## config.mk

```make
export PLATFORM = sky130hd
export DESIGN_NAME = cam_capture
export DESIGN_NICKNAME = d
export VERILOG_FILES = /design/src/rtl/cam_capture.sv
export SDC_FILE = /design/constraint.sdc
export NUM_CORES = 1
export LEC_CHECK = 0
export BUFFER_PORTS_ARGS = -buffer_cell sky130_fd_sc_hd__buf_2
export CORE_UTILIZATION = 51
export CTS_CLUSTER_SIZE = 24
export DETAILED_ROUTE_END_ITERATION = 12
export PLACE_DENSITY = 0.88
export SYNTH_ARGS = -nofsm -noshare
export SYNTH_HDL_FRONTEND = slang
export SYNTH_SLANG_ARGS = --single-unit
```

## constraint.sdc

```tcl
create_clock -name clk -period 3.3 [get_ports clk]
set_input_delay 0.825 -clock clk [delete_from_list [all_inputs] [get_ports clk]]
set_output_delay 0.825 -clock clk [all_outputs]
set_load 0.01 [all_outputs]
```

## src/rtl/cam_capture.sv

```systemverilog
module cam_capture #(
  parameter int DW  = 14,
  parameter int HW  = 14,
  parameter int VSW = 13,
  parameter int VW  = 14
) (
  input  logic           clk,
  input  logic           rst_n,
  input  logic           enable,
  input  logic           pclk,
  input  logic           hsync,
  input  logic           vsync,
  input  logic [DW-1:0]  pix_in,
  input  logic           pclk_rise,
  input  logic           hs_blank_hi,
  input  logic           vs_blank_hi,
  input  logic [1:0]     rate_sel,
  input  logic [1:0]     width_sel,
  input  logic           snap_mode,
  input  logic           cap_start,
  input  logic           cap_stop,
  input  logic           win_en,
  input  logic [HW-1:0]  win_hstart,
  input  logic [HW-1:0]  win_hsize,
  input  logic [VSW-1:0] win_vstart,
  input  logic [VW-1:0]  win_vsize,
  input  logic [2:0]     irq_en,
  input  logic [2:0]     flag_clr,
  output logic           pix_valid,
  output logic [DW-1:0]  pix_data,
  output logic           capture_on,
  output logic [2:0]     flags,
  output logic           irq
);

  logic          pclk_q, h_q, v_q, grab, cap_en;
  logic [1:0]    fcnt;
  logic [HW-1:0] col;
  logic [VW-1:0] row;
  logic [DW-1:0] keep_mask;

  wire tick  = pclk_rise ? (pclk & ~pclk_q) : (~pclk & pclk_q);
  wire h_act = hsync ^ hs_blank_hi;
  wire v_act = vsync ^ vs_blank_hi;

  wire v_rise = tick & v_act & ~v_q;
  wire v_fall = tick & ~v_act & v_q;
  wire l_end  = tick & ~h_act & h_q & v_act;

  wire keep = (rate_sel == 2'd1) ? ~fcnt[0] :
              (rate_sel == 2'd2) ? (fcnt == 2'd0) : 1'b1;
  wire go   = v_rise ? (cap_en & keep) : grab;

  wire [HW-1:0] ccol = h_q ? col : '0;
  wire [VW-1:0] crow = v_rise ? '0 : row;

  wire [HW:0] col_x = {1'b0, ccol};
  wire [HW:0] hs_x  = {1'b0, win_hstart};
  wire [HW:0] he_x  = hs_x + {1'b0, win_hsize};
  wire [VW:0] row_x = {1'b0, crow};
  wire [VW:0] vs_x  = {{(VW + 1 - VSW){1'b0}}, win_vstart};
  wire [VW:0] ve_x  = vs_x + {1'b0, win_vsize};

  wire in_win = (col_x >= hs_x) && (col_x < he_x) && (row_x >= vs_x) && (row_x < ve_x);
  wire take   = tick & h_act & v_act & go & (~win_en | in_win);
  wire snap_done = v_fall & grab & snap_mode;

  always_comb
    for (int i = 0; i < DW; i++)
      keep_mask[i] = (i < 8 + 2 * int'(width_sel));

  always_ff @(posedge clk or negedge rst_n)
    if (!rst_n) begin
      pclk_q <= 1'b0;
      h_q    <= 1'b0;
      v_q    <= 1'b0;
    end else begin
      pclk_q <= pclk;
      if (tick) begin
        h_q <= h_act;
        v_q <= v_act;
      end
    end

  always_ff @(posedge clk or negedge rst_n)
    if (!rst_n) begin
      cap_en    <= 1'b0;
      grab      <= 1'b0;
      fcnt      <= '0;
      col       <= '0;
      row       <= '0;
      flags     <= '0;
      pix_valid <= 1'b0;
      pix_data  <= '0;
    end else if (!enable) begin
      cap_en    <= 1'b0;
      grab      <= 1'b0;
      fcnt      <= '0;
      col       <= '0;
      row       <= '0;
      flags     <= '0;
      pix_valid <= 1'b0;
      pix_data  <= '0;
    end else begin
      cap_en <= (cap_en & ~cap_stop & ~snap_done) | cap_start;
      if (!cap_en)     fcnt <= '0;
      else if (v_rise) fcnt <= fcnt + 2'd1;
      if (v_rise)      grab <= cap_en & keep;
      else if (v_fall) grab <= 1'b0;
      if (tick & h_act & v_act) col <= ccol + 1'b1;
      if (l_end)       row <= crow + 1'b1;
      else if (v_rise) row <= '0;
      flags     <= (flags & ~flag_clr) | {v_fall, v_fall & grab, l_end & go};
      pix_valid <= take;
      pix_data  <= take ? (pix_in & keep_mask) : '0;
    end

  assign capture_on = cap_en;
  assign irq        = |(flags & irq_en);

endmodule


```

### After elaboration in Yosys (flattened, before gate mapping)

Index checks and enable logic that the tools add are counted.

* register bits: 53
* bits of input ports: 92
* output and inout port bits: 20
* word-level logic and storage cells: 103

* $add $sub $neg: 6
* magnitude comparators: 18
* equality and inequality tests: 5
* mux-type cells: 21
* bitwise gates (word level): 37
* reduce and logical (&&, ||, !) cells: 5

Operator list (number)
* 5-bit by 32-bit less-than comparator with 1-bit output, first input constant: 5
* 4-bit by 32-bit less-than comparator with 1-bit output, first input constant: 4
* 14-bit two-way mux: 8
* 3-bit by 32-bit less-than comparator with 1-bit output, first input constant: 2
* 1-bit by 32-bit less-than comparator with 1-bit output, first input constant: 1
* 2-bit by 32-bit less-than comparator with 1-bit output, first input constant: 1
* 14-bit by 15-bit less-than comparator with 1-bit output: 2
* 14-bit by 1-bit adder with 14-bit output, second input constant: 2
* 1-bit bitwise AND: 19
* 13-bit by 14-bit adder with 15-bit output: 1
* 14-bit by 14-bit adder with 15-bit output: 1
* 14-bit bitwise AND: 1
* 14-bit by 13-bit >= comparator with 1-bit output: 1
* 14-bit >= comparator: 1
* 1-bit two-way mux: 9
* 1-bit inverter: 9
* 3-bit bitwise AND: 2
* 2-bit two-way mux: 3
* 4-bit by 3-bit adder with 5-bit output, first input constant: 1
* 4-bit by 5-bit less-than comparator with 1-bit output, first input constant: 1
* 1-bit logical AND: 3
* 3-bit two-way mux: 1
* 3-bit by 1-bit inequality test with 1-bit output, second input constant: 1
* 3-bit by 2-bit inequality test with 1-bit output, second input constant: 1
* other kinds (10): 12

### Longest topological paths before layout

* depth after elaboration: 13
* depth in mapped cells: 16
* depth with buffers taken out: 15

### Worst setup path after synthesis

OpenSTA, ideal clock, no wires.

* kind: input -> register
* start point: input port win_vstart[0]
* end point: register pix_valid
* setup time: 147 ps
* data arrival time: 4009 ps
* data required time: 3153 ps
* setup slack: -857 ps
* stages: 14
* path buffers: 1
* path through: ha_1 fa_1 a21oi_1 o211ai_1 a41o_1 o41a_1 xnor2_1 ha_1 nand3_1 o31ai_1 nand3_1 a32oi_1 clkbuf_1 nor3_1

* word-level cells in the longest chain between the ends: 6
* elaborated cells on any way between the ends: 8
* those cells by class: add/sub (1); order compare (2); mux (1); bitwise (2); reduce/logical (2)

Ends and longest elaborated chain
* start, declared: line 25 `input logic [VSW-1:0] win_vstart,`
* 13-bit by 14-bit adder with 15-bit output or 14-bit by 13-bit >= comparator with 1-bit output (tied branches): line 62, 64
* 14-bit by 15-bit less-than comparator with 1-bit output or 1-bit logical AND (tied branches): line 64 `wire in_win = (col_x >= hs_x) && (col_x < he_x) && (row_x >= vs_x) && (row_x < ve_x);`
* 1-bit logical AND *: line 64
* 1-bit bitwise OR *: line 65 `wire take = tick & h_act & v_act & go & (~win_en | in_win);`
* 1-bit bitwise AND *: line 65
* 1-bit two-way mux *: line 95 `end else if (!enable) begin`
* end signal, assigned: line 114 `pix_valid <= take;`
* end, declared: line 29 `output logic pix_valid,`

Every way passes the cells marked *; elsewhere a longest branch is shown, timed or not.
A chain may end at the register's enable or synchronous reset.

### Worst setup path in the final report

* start point: input port win_vstart[0]
* end point: register pix_data[3]

* word-level cells in the longest chain between the ends: 7
* elaborated cells on any way between the ends: 9
* those cells by class: add/sub (1); order compare (2); mux (2); bitwise (2); reduce/logical (2)

Ends and longest elaborated chain
* 13-bit by 14-bit adder with 15-bit output or 14-bit by 13-bit >= comparator with 1-bit output (tied branches): line 62, 64
* 14-bit by 15-bit less-than comparator with 1-bit output or 1-bit logical AND (tied branches): line 64
* 1-bit logical AND *: line 64
* 1-bit bitwise OR *: line 65
* 1-bit bitwise AND *: line 65
* 14-bit two-way mux *: line 115 `pix_data <= take ? (pix_in & keep_mask) : '0;`
* 14-bit two-way mux *: line 95
* end signal, assigned: line 115
* end, declared: line 30 `output logic [DW-1:0] pix_data,`

Marked as above.

==> run metrics <==
status=complete, but fails checks; failing checks=negative setup slack; CTS Buf Count=5; RSZ-0062 raised after global routing=true; Area Growth Syn to Fin=36.61%; CTS root buf=clkbuf_8; drt wl/cell=15.80 um; Skew-Pair Late Insertion Delay=0.31 ns; # rows=36; Hold Path Class=input port to async pin; post-synthesis instance total=615; final wirelength=15.19 mm; Setup TNS=-8.099 ns; Top FF cell, synth=dfrtp_1; CTS tree=done; chip height=104.0 um; Yosys reg bits=53; synth top area cells=dfrtp_1 (25%), ha_1 (20%), xnor2_1 (4.5%); Worst-Margin Slew=0.8969 ns; startpoint types=input port; Max Fclk=258.8 MHz; max_slew headroom=39.65%; Synth cell types=58; largest area contributor in the netlist=dfrtp_1; top-count cell post-synth=ha_1; Max-cap violations=0; DRC=0; Crit Path Max Fanout=7; antenna diode count=0; fraction of layout cells with a size suffix above 1=33.45%; top-area cell type share of the netlist area=25.02%; pwr dens=243.0 mW/mm^2; crit path kind=input port to flip-flop; CTS sink cnt=53; syn_nets=792; Leakage=3.607 nW; clock buffer depth=2; CTS H-tree depth=2; largest net degree at the start of global routing=30; Die Wd=104.0 um; # IOs=112; DP Cell Count=937; global-route usage over all layers=27.24%; Final Hold Vio Count=0; full die area=0.01081 sq mm; Gate power share=40.0%; Multi-input gate area=0.003998 sq mm; DRT antenna net count=0; final core utilization=73.08%; Critical Path Sink Type=flip-flop; fillers=682; hpwl dp=11.52 mm; fin worst setup slack=-0.5638 ns; first-pass GRT wire length=24.47 mm; # nets final=1,004; Int Pwr=1.157 mW; clock transition at the registers of the reported paths=0.10 ns; final worst clock skew=0.009780 ns; clock share of power=21.2%; Port Buffers=111; Worst Path Required=3.53 ns; Synth Area per Inst=8.620 sq um; sequential cell area=0.001326 sq mm; Reg power frac=38.8%; initial antenna violation count=0; Post-Syn Area=0.005301 sq mm; critical path arrival=4.09 ns; Post-synth top cells=ha_1 (83), dfrtp_1 (53), inv_1 (52); Setup-failing EPs final=15; Yosys warnings=0; Sw Ratio=34.26%; critical-path cell list=buf_8, ha_4, fa_2, a21oi_2, o211ai_1, o21ai_2, nand2b_1, a21oi_1, xor2_1, ha_1, a21o_1, a2111oi_4, o31ai_2, nand3_1, a32oi_4, clkbuf_16, nor4b_2; number of synthesized flops with an enable pin=0; ys async rst share=100.0%; via count of the first global-routing pass=5,620; Non-Filler Instances=961; Starting Density=53.50%; Critical Path Max Stage Delay=0.37 ns; drt pass-1 iters=5; post-synthesis sequential area ratio=25.02%; grt ovf=0; peak supply drop=0.2635 mV; reported net switching power=0.6028 mW; Via density=5.838; fin crit period=3.864 ns; initial drt markers=313; core footprint=0.009910 sq mm; GPL Wtd Cong=0.9002; fin. max-slew vios=0; final cycle utilization of the critical path=117.1%; Crit-path slowest cell=fa_2; via count=5,610
final timing paths:
kind                               startpoint          end  slack, ns  cells past startpoint
worst max-delay path            win_vstart[0]  pix_data[3]      -0.56                     17
worst min-delay path                    rst_n       col[0]       0.49                      1
worst max register to register         pclk_q  pix_data[5]      -0.04                     12
worst min register to register        fcnt[1]      fcnt[1]       0.53                      2
max in group asynchronous               rst_n  pix_data[6]       2.03                      2
min in group clk                      fcnt[1]      fcnt[1]       0.53                      2
registers in the layout, summed over array words and instances (netlist names):
name and cells:
capture_on 1, col 14, fcnt 2, flags 3, grab 1, h_q 1
pclk_q 1, pix_data 14, pix_valid 1, row 14, v_q 1
cells in the final DEF, fill, tap and decap left out, types with 5 or more instances in the layout:
cell type / count
buf_2: 105
buf_4: 103
ha_1: 77
dfrtp_1: 53
inv_1: 52
nor2_1: 42
a21oi_1: 31
nand2_1: 29
and2_1: 29
xnor2_1: 27
nand3_1: 26
o21ai_0: 26
nor3_1: 14
nand4_1: 14
xor2_1: 12
nand2b_1: 10
a21o_1: 9
mux2i_1: 8
a211oi_1: 8
a22oi_1: 8
a21oi_2: 7
or3_1: 6
nor4_1: 6
ha_4: 6
buf_6: 6
a31oi_1: 5
o21bai_1: 5
o211ai_1: 5
o21a_1: 5
nor4b_2: 5
clkbuf_8: 5
routing by layer:
| layer | track usage [%] | part of all wire, % | vias up |
|---|---|---|---|
| li1 | - | - | 2679 |
| met1 | 31.92 | 40 | 2648 |
| met2 | 49.43 | 50 | 232 |
| met3 | 3.947 | 6.4 | 51 |
| met4 | 11.43 | 3.2 | 0 |
| met5 | 0 | 0 | - |
worst max-delay path: cells and delay by family:
family | cells | cell delay [ns]
adder cells (fa/ha/maj) | 3 | 0.80
buffers and inverters | 2 | 0.31
XOR/XNOR | 1 | 0.19
AO/OA/AOI/OAI | 8 | 1.49
AND/OR/NAND/NOR | 3 | 0.47
final cells by class:
class / count / area share (%)
Clock inverter: 3 / 0.2937
Timing Repair Buffer: 219 / 20.25
Tap cell: 133 / 2.298
Sequential cell: 53 / 18.31
Inverter: 52 / 2.695
Clock buffer: 5 / 0.9502
Multi-Input combinational cell: 496 / 55.20
metrics by stage:
step / cell area (sq um) / hold WS, ns / power (mW) / setup WS (ns)
global placement: 6733 / 0.5098 / 1.280 / -0.6928
finish: 7242 / 0.4878 / 1.760 / -0.5638
floorplan: 5394 / 0.4981 / 1.050 / -0.4186
global route: 7242 / 0.5175 / 1.863 / -0.6824
CTS: 6944 / 0.5076 / 1.710 / -0.4266
detailed placement: 6733 / 0.5215 / 1.315 / -0.9561
power by group through the flow:
| stage | registers, mW | logic [mW] | clock network (mW) |
|---|---|---|---|
| floorplan | 0.682 | 0.367 | 0 |
| global placement | 0.692 | 0.587 | 0 |
| detailed placement | 0.694 | 0.621 | 0 |
| CTS | 0.681 | 0.649 | 0.380 |
| global route | 0.685 | 0.774 | 0.404 |
| finish | 0.683 | 0.704 | 0.373 |
kinds of logic (layout without fill, tap and decap cells):
logic type                 after synthesis  in the layout  share of synthesized area (%)
buffers and inverters                   67            279                          5.169
xor gates and xnor gates                39             39                          6.443
adders and majority gates               85             85                          20.34
DFF                                     53             53                          25.02
AOI/OAI and AO/OA                      146            147                          18.29
muxes                                   10             10                          1.935
and+or+nand+nor                        215            215                          22.80
what timing repair did:
| item | CTS | global route |
|---|---|---|
| endpoints found under the hold margin | 0 | 0 |
| pin swaps | 2 | 29 |
| gates resized for setup | 12 | 35 |
| hold buffers | 0 | 0 |
| cloned | 0 | 2 |
| endpoints found under the setup margin | 15 | 15 |
| buffers inserted | 7 | 8 |
Note: power is estimated with default switching activity, not from simulation.
